**config.mk**
```make
export PLATFORM = sky130hd
export DESIGN_NAME = cantx_status_regs
export DESIGN_NICKNAME = d
export VERILOG_FILES = /design/src/rtl/cantx_stat_pkg.sv /design/src/rtl/cantx_stat_ctrl.sv /design/src/rtl/cantx_stat_dp.sv /design/src/rtl/cantx_status_regs.sv
export SDC_FILE = /design/constraint.sdc
export NUM_CORES = 1
export LEC_CHECK = 0
export CORE_AREA = 3 3 144 90
export DETAILED_ROUTE_END_ITERATION = 12
export DIE_AREA = 0 0 147 93
export GPL_TIMING_DRIVEN = 0
export HOLD_SLACK_MARGIN = 0.12
export PLACE_DENSITY = 0.76
export SYNTH_ARGS = -nofsm -noshare
export SYNTH_HDL_FRONTEND = slang
export SYNTH_SLANG_ARGS = --single-unit
```
**constraint.sdc**
```tcl
create_clock -name clk -period 1.9 [get_ports clk]
set_input_delay 0.38 -clock clk [delete_from_list [all_inputs] [get_ports clk]]
set_output_delay 0.38 -clock clk [all_outputs]
set_load 0.02 [all_outputs]
```
**src/rtl/cantx_stat_pkg.sv**
```systemverilog
package cantx_stat_pkg;
  localparam int ADDR_LIMIT = 0;
  localparam int ADDR_STAT  = 1;
  localparam int ADDR_BUF0  = 2;

  // strobes from control to datapath
  typedef struct packed {
    logic limWr;    // accepted limit write
    logic errEval;  // error status may be re-evaluated this cycle
  } ctrlStrb_t;
endpackage

```
**src/rtl/cantx_stat_ctrl.sv**
```systemverilog
module cantx_stat_ctrl
  import cantx_stat_pkg::*;
#(
  parameter int NBUF   = 3,
  parameter int ADDR_W = 3
) (
  input  logic              clk,
  input  logic              rstN,
  input  logic              resetMode,
  input  logic              regWrEn,
  input  logic [ADDR_W-1:0] regAddr,
  input  logic [NBUF-1:0]   txReq,
  input  logic [NBUF-1:0]   txDone,
  input  logic [NBUF-1:0]   txAbort,
  output ctrlStrb_t         strb,
  output logic [NBUF-1:0]   bufWr,
  output logic [NBUF-1:0]   lockBits,
  output logic [NBUF-1:0]   cmplBits
);
  always_comb begin
    strb.limWr   = regWrEn && (regAddr == ADDR_W'(ADDR_LIMIT)) && resetMode;
    strb.errEval = !resetMode;
  end

  for (genvar b = 0; b < NBUF; b++) begin : g_buf
    logic lockQ, cmplQ;

    // writes reach the message word only while released
    assign bufWr[b] = regWrEn && (regAddr == ADDR_W'(ADDR_BUF0 + b)) && lockQ;

    always_ff @(posedge clk or negedge rstN) begin
      if (!rstN) begin
        lockQ <= 1'b1;
        cmplQ <= 1'b1;
      end else if (txReq[b]) begin
        lockQ <= 1'b0;
        cmplQ <= 1'b0;
      end else if (txDone[b]) begin
        lockQ <= 1'b1;
        cmplQ <= 1'b1;
      end else if (txAbort[b]) begin
        lockQ <= 1'b1;
      end
    end

    assign lockBits[b] = lockQ;
    assign cmplBits[b] = cmplQ;
  end
endmodule

```
**src/rtl/cantx_stat_dp.sv**
```systemverilog
module cantx_stat_dp
  import cantx_stat_pkg::*;
#(
  parameter int NBUF      = 3,
  parameter int ADDR_W    = 3,
  parameter int DATA_W    = 32,
  parameter int CNT_W     = 8,
  parameter logic [CNT_W-1:0] LIM_RESET = CNT_W'(96)
) (
  input  logic              clk,
  input  logic              rstN,
  input  ctrlStrb_t         strb,
  input  logic [NBUF-1:0]   bufWr,
  input  logic [NBUF-1:0]   lockBits,
  input  logic [NBUF-1:0]   cmplBits,
  input  logic [ADDR_W-1:0] regAddr,
  input  logic [DATA_W-1:0] regWrData,
  input  logic [CNT_W-1:0]  txErrCnt,
  input  logic [CNT_W-1:0]  rxErrCnt,
  input  logic              rxBufStat,
  input  logic              dataOverrun,
  input  logic              rxActive,
  output logic [DATA_W-1:0] regRdData,
  output logic [CNT_W-1:0]  limitVal,
  output logic              errStatus,
  output logic              errWarnIrq
);
  localparam int STAT_W = 8 * NBUF;

  logic [CNT_W-1:0]  limitQ;
  logic [DATA_W-1:0] bufMem [NBUF];
  logic [STAT_W-1:0] statWord;
  logic              overLim;

  always_ff @(posedge clk or negedge rstN) begin
    if (!rstN)            limitQ <= LIM_RESET;
    else if (strb.limWr)  limitQ <= regWrData[CNT_W-1:0];
  end

  assign overLim = (txErrCnt >= limitQ) || (rxErrCnt >= limitQ);

  always_ff @(posedge clk or negedge rstN) begin
    if (!rstN) begin
      errStatus  <= 1'b0;
      errWarnIrq <= 1'b0;
    end else begin
      errWarnIrq <= strb.errEval && overLim && !errStatus;
      if (strb.errEval) errStatus <= overLim;
    end
  end

  for (genvar b = 0; b < NBUF; b++) begin : g_buf
    always_ff @(posedge clk or negedge rstN) begin
      if (!rstN)         bufMem[b] <= '0;
      else if (bufWr[b]) bufMem[b] <= regWrData;
    end
    assign statWord[8*b +: 8] = {3'b000, rxActive, cmplBits[b], lockBits[b],
                                 dataOverrun, rxBufStat};
  end

  always_comb begin
    regRdData = '0;
    if (regAddr == ADDR_W'(ADDR_LIMIT))
      regRdData = DATA_W'(limitQ);
    else if (regAddr == ADDR_W'(ADDR_STAT))
      regRdData = DATA_W'(statWord);
    else
      for (int b = 0; b < NBUF; b++)
        if (regAddr == ADDR_W'(ADDR_BUF0 + b)) regRdData = bufMem[b];
  end

  assign limitVal = limitQ;
endmodule

```
**src/rtl/cantx_status_regs.sv**
```systemverilog
module cantx_status_regs
  import cantx_stat_pkg::*;
#(
  parameter int NBUF   = 3,
  parameter int ADDR_W = 3,
  parameter int DATA_W = 32,
  parameter int CNT_W  = 8
) (
  input  logic              clk,
  input  logic              rstN,
  input  logic              resetMode,
  input  logic              regWrEn,
  input  logic [ADDR_W-1:0] regAddr,
  input  logic [DATA_W-1:0] regWrData,
  output logic [DATA_W-1:0] regRdData,
  input  logic [CNT_W-1:0]  txErrCnt,
  input  logic [CNT_W-1:0]  rxErrCnt,
  input  logic              rxBufStat,
  input  logic              dataOverrun,
  input  logic              rxActive,
  input  logic [NBUF-1:0]   txReq,
  input  logic [NBUF-1:0]   txDone,
  input  logic [NBUF-1:0]   txAbort,
  output logic              errStatus,
  output logic              errWarnIrq
);
  ctrlStrb_t        strb;
  logic [NBUF-1:0]  bufWr, lockBits, cmplBits;
  logic [CNT_W-1:0] limitVal;

  cantx_stat_ctrl #(.NBUF(NBUF), .ADDR_W(ADDR_W)) ctrl_i (
    .clk(clk), .rstN(rstN), .resetMode(resetMode), .regWrEn(regWrEn),
    .regAddr(regAddr), .txReq(txReq), .txDone(txDone), .txAbort(txAbort),
    .strb(strb), .bufWr(bufWr), .lockBits(lockBits), .cmplBits(cmplBits)
  );

  cantx_stat_dp #(.NBUF(NBUF), .ADDR_W(ADDR_W), .DATA_W(DATA_W), .CNT_W(CNT_W)) dp_i (
    .clk(clk), .rstN(rstN), .strb(strb), .bufWr(bufWr), .lockBits(lockBits),
    .cmplBits(cmplBits), .regAddr(regAddr), .regWrData(regWrData),
    .txErrCnt(txErrCnt), .rxErrCnt(rxErrCnt), .rxBufStat(rxBufStat),
    .dataOverrun(dataOverrun), .rxActive(rxActive), .regRdData(regRdData),
    .limitVal(limitVal), .errStatus(errStatus), .errWarnIrq(errWarnIrq)
  );
endmodule

```
==> results <==
## kinds of logic (layout without fill, tap and decap cells)
logic type               Yosys count  after routing  synth area share, %
AO/OA/AOI/OAI                     77             77                 8.99
adder cells (fa/ha/maj)           16             16                 3.59
buffers and inverters             39            169                 4.26
flip-flops                       112            112                 50.4
multiplexers                     129            129                 27.3
AND/OR/NAND/NOR                   62             62                 5.43
## repair_timing
action / in CTS / in global routing
pin swaps: 7 / 11
endpoints found under the hold margin: 0 / 0
gates cloned: 3 / 1
endpoints found under the setup margin: 83 / 29
setup buffers: 5 / 4
resized for setup: 225 / 44
## worst paths after layout
check,from,end
max,regAddr[0],regRdData[1]
min,rstN,dp_i.bufMem[38]$_DFFE_PN0P_
max reg2reg,dp_i.limitVal[5]$_DFFE_PN1P_,dp_i.errStatus$_DFFE_PN0N_
min reg2reg,dp_i.errStatus$_DFFE_PN0N_,dp_i.errWarnIrq$_DFF_PN0_
max in group asynchronous,rstN,dp_i.bufMem[84]$_DFFE_PN0P_
min in group clk,dp_i.errStatus$_DFFE_PN0N_,dp_i.errWarnIrq$_DFF_PN0_
## synth_stat cells, drive strengths merged, types with 6 or more instances
cell type	number
ha	16
nor3	7
o21ai	21
inv	12
dfstp	8
a22oi	13
mux2i	32
dfrtp	104
clkbuf	6
buf	21
o22ai	16
mux2	97
nor2	15
nand2	25
a21oi	8
## worst max-delay path: cells and delay by family
family / cells / cell delay, ns
AO/OA/AOI/OAI: 3 / 0.45
AND/OR/NAND/NOR: 1 / 0.14
buffers and inverters: 4 / 0.59
## per-layer routing
metal	up-vias	track usage, %	part of all wire, %	wire length, um
met1	2051	31.4	48	6990
met2	126	32.5	44	6370
met4	2	4.26	0.78	113
met5	-	0	0.090	13
met3	13	5.91	6.7	974
li1	1827	-	-	-
## area by class of cell
cell class	count	area (um2)	area share, %
flip-flops and latches	112	2810	38.1
multi-input cells	284	2730	37.0
repair buffers	114	1030	13.9
plain buffers	27	284	3.84
clock buffers	9	225	3.05
well taps	165	206	2.79
clock inverters	7	56.3	0.762
inverters	12	45.0	0.609
## flip-flops by register name (all words and copies together) (netlist names)
signal,cells
dp_i.errStatus,1
ctrl_i.g_buf.cmplQ,3
dp_i.limitVal,8
ctrl_i.g_buf.lockQ,3
dp_i.bufMem,96
dp_i.errWarnIrq,1
## through the flow
| stage | cell area (um2) | TNS (ns) | cells | power (uW) | utilization, % |
|---|---|---|---|---|---|
| after detailed placement | 6810 | -75.44 | 701 | 5060 | 57.3 |
| after floorplan | 5580 | 0 | 435 | 4340 | - |
| final | 7390 | -0.0460 | 730 | 6990 | 62.3 |
| after global placement | 6790 | -470.28 | 700 | 4950 | 57.2 |
| after CTS | 7220 | 0 | 725 | 6910 | 60.8 |
| after global routing | 7390 | -0.430 | 730 | 7340 | 62.3 |
## where the power goes
part           leakage [uW]  internal (uW)  switching, uW
sequential          0.00136           2960            325
clock              0.000130            904            907
combinational       0.00181           1060            831
==> results.toml <==
[logic_synthesis]
ys.flop_type = "dfrtp_1"
ys_ff_latch = 112
ys_types = 41
yosysSeqAreaShare_pct = 50.4
synth_top_cell_by_area = "dfrtp_1"
synth_top_area_share_pct = 46.6
yosysWarnings = 0
synthCells = 435
syn_avg_cell_area_um2 = 12.8
synth_area_leaders = "dfrtp_1, mux2_2, mux2_4"
synthesis.nets = 518
ys_async_sr_fraction_pct = 100
syn_area_um2 = 5580
synth_edf_count = 0

[route]
dr.pass1.iters = 4
postRouteAntennaNets = 0
vias = 4019
vias_per_cell = 5.51
wl_per_cell_um = 19.8
drt_iter0_markers = 206
wl_um = 14500
drc = 0

[grt]
grt_antenna_before_repair = 1
grt_usage_pct = 21.5
grt_pass1_wl_um = 22900
gr-total-overflow = 0
grt_start_max_net_pins = 71
grt_pass1_vias = 4212

[worst_setup_path]
crit_chain = "buf_2, clkbuf_8, nor2b_4, buf_4, a21oi_1, o22ai_1, a22o_1, buf_4"
critical_path.max_stage_delay_ns = 0.23
arrival_ns = 1.56
cpMaxStageDelayCell = "a22o_1"
ff2ff_path_depth = 6
setup.worst_path.start_class = "primary input"
crit_type = "primary input to output pin"
path_max_fanout = 5
critPathMostFrequentCell = "buf_4"
setup.worst_path.end_class = "output pin"
ff2ff_setup_slack_ns = 0.07
cp.required_ns = 1.52

[layout]
final_common_cell = "dfrtp_1"
final_cell_mix = "dfrtp_1, clkdlybuf4s50_1, mux2_2, buf_4, mux2i_1"
layout-area-overhead-vs-synth_pct = 32.4
nFillCells = 937
drive_gt1_share_pct = 38.9
layout.nets = 643
antenna_cells = 0

[status]
failed_checks = "negative setup slack"
outcome = "finished with violations"

[sta]
worst_slew_pin_slew_ns = 0.889
fin_ws_ns = -0.0427
fin_crit_sh_pct = 102
worst_hold_slack_ns = 0.159
worst_clock_skew_ns = 0.00546
slew_violations = 0
max_slew_margin_pct = 40.7
min_period_ns = 1.94
hold_viol_final = 0
finalSetupViolations = 2
rsz0062_at_grt = "true"
fmax_mhz = 515

[clock_tree]
htree_levels = 3
cts_made_buffers = 9
clkTransAtPathRegs_ns = 0.07
clock_path_buffers = 2
cts.sinks = 112
cts_root_buf = "clkbuf_16"
cts_tree = "done"
cts_hold_buf = 0
clock_latency_ns = 0.35

[pwr]
p_leak_uw = 0.00331
p_per_area_nw_per_um2 = 945
ir_drop_mv = 0.544

[job]
maxCapViolations = 0

[die]
num_io_pins = 101
rows = 31
die_area_um2 = 13700
die_h_um = 93
core_area_um2 = 11900
start_util_pct = 47.0
dieWidth_um = 147

[min_path]
worst_hold_path_type = "primary input to asynchronous set/reset pin"

[place]
portBuffers = 100
place_ws_ns = -1.27
gp_congestion = 0.807
dp_hpwl_um = 10200
(Power assumes the default switching activity.)
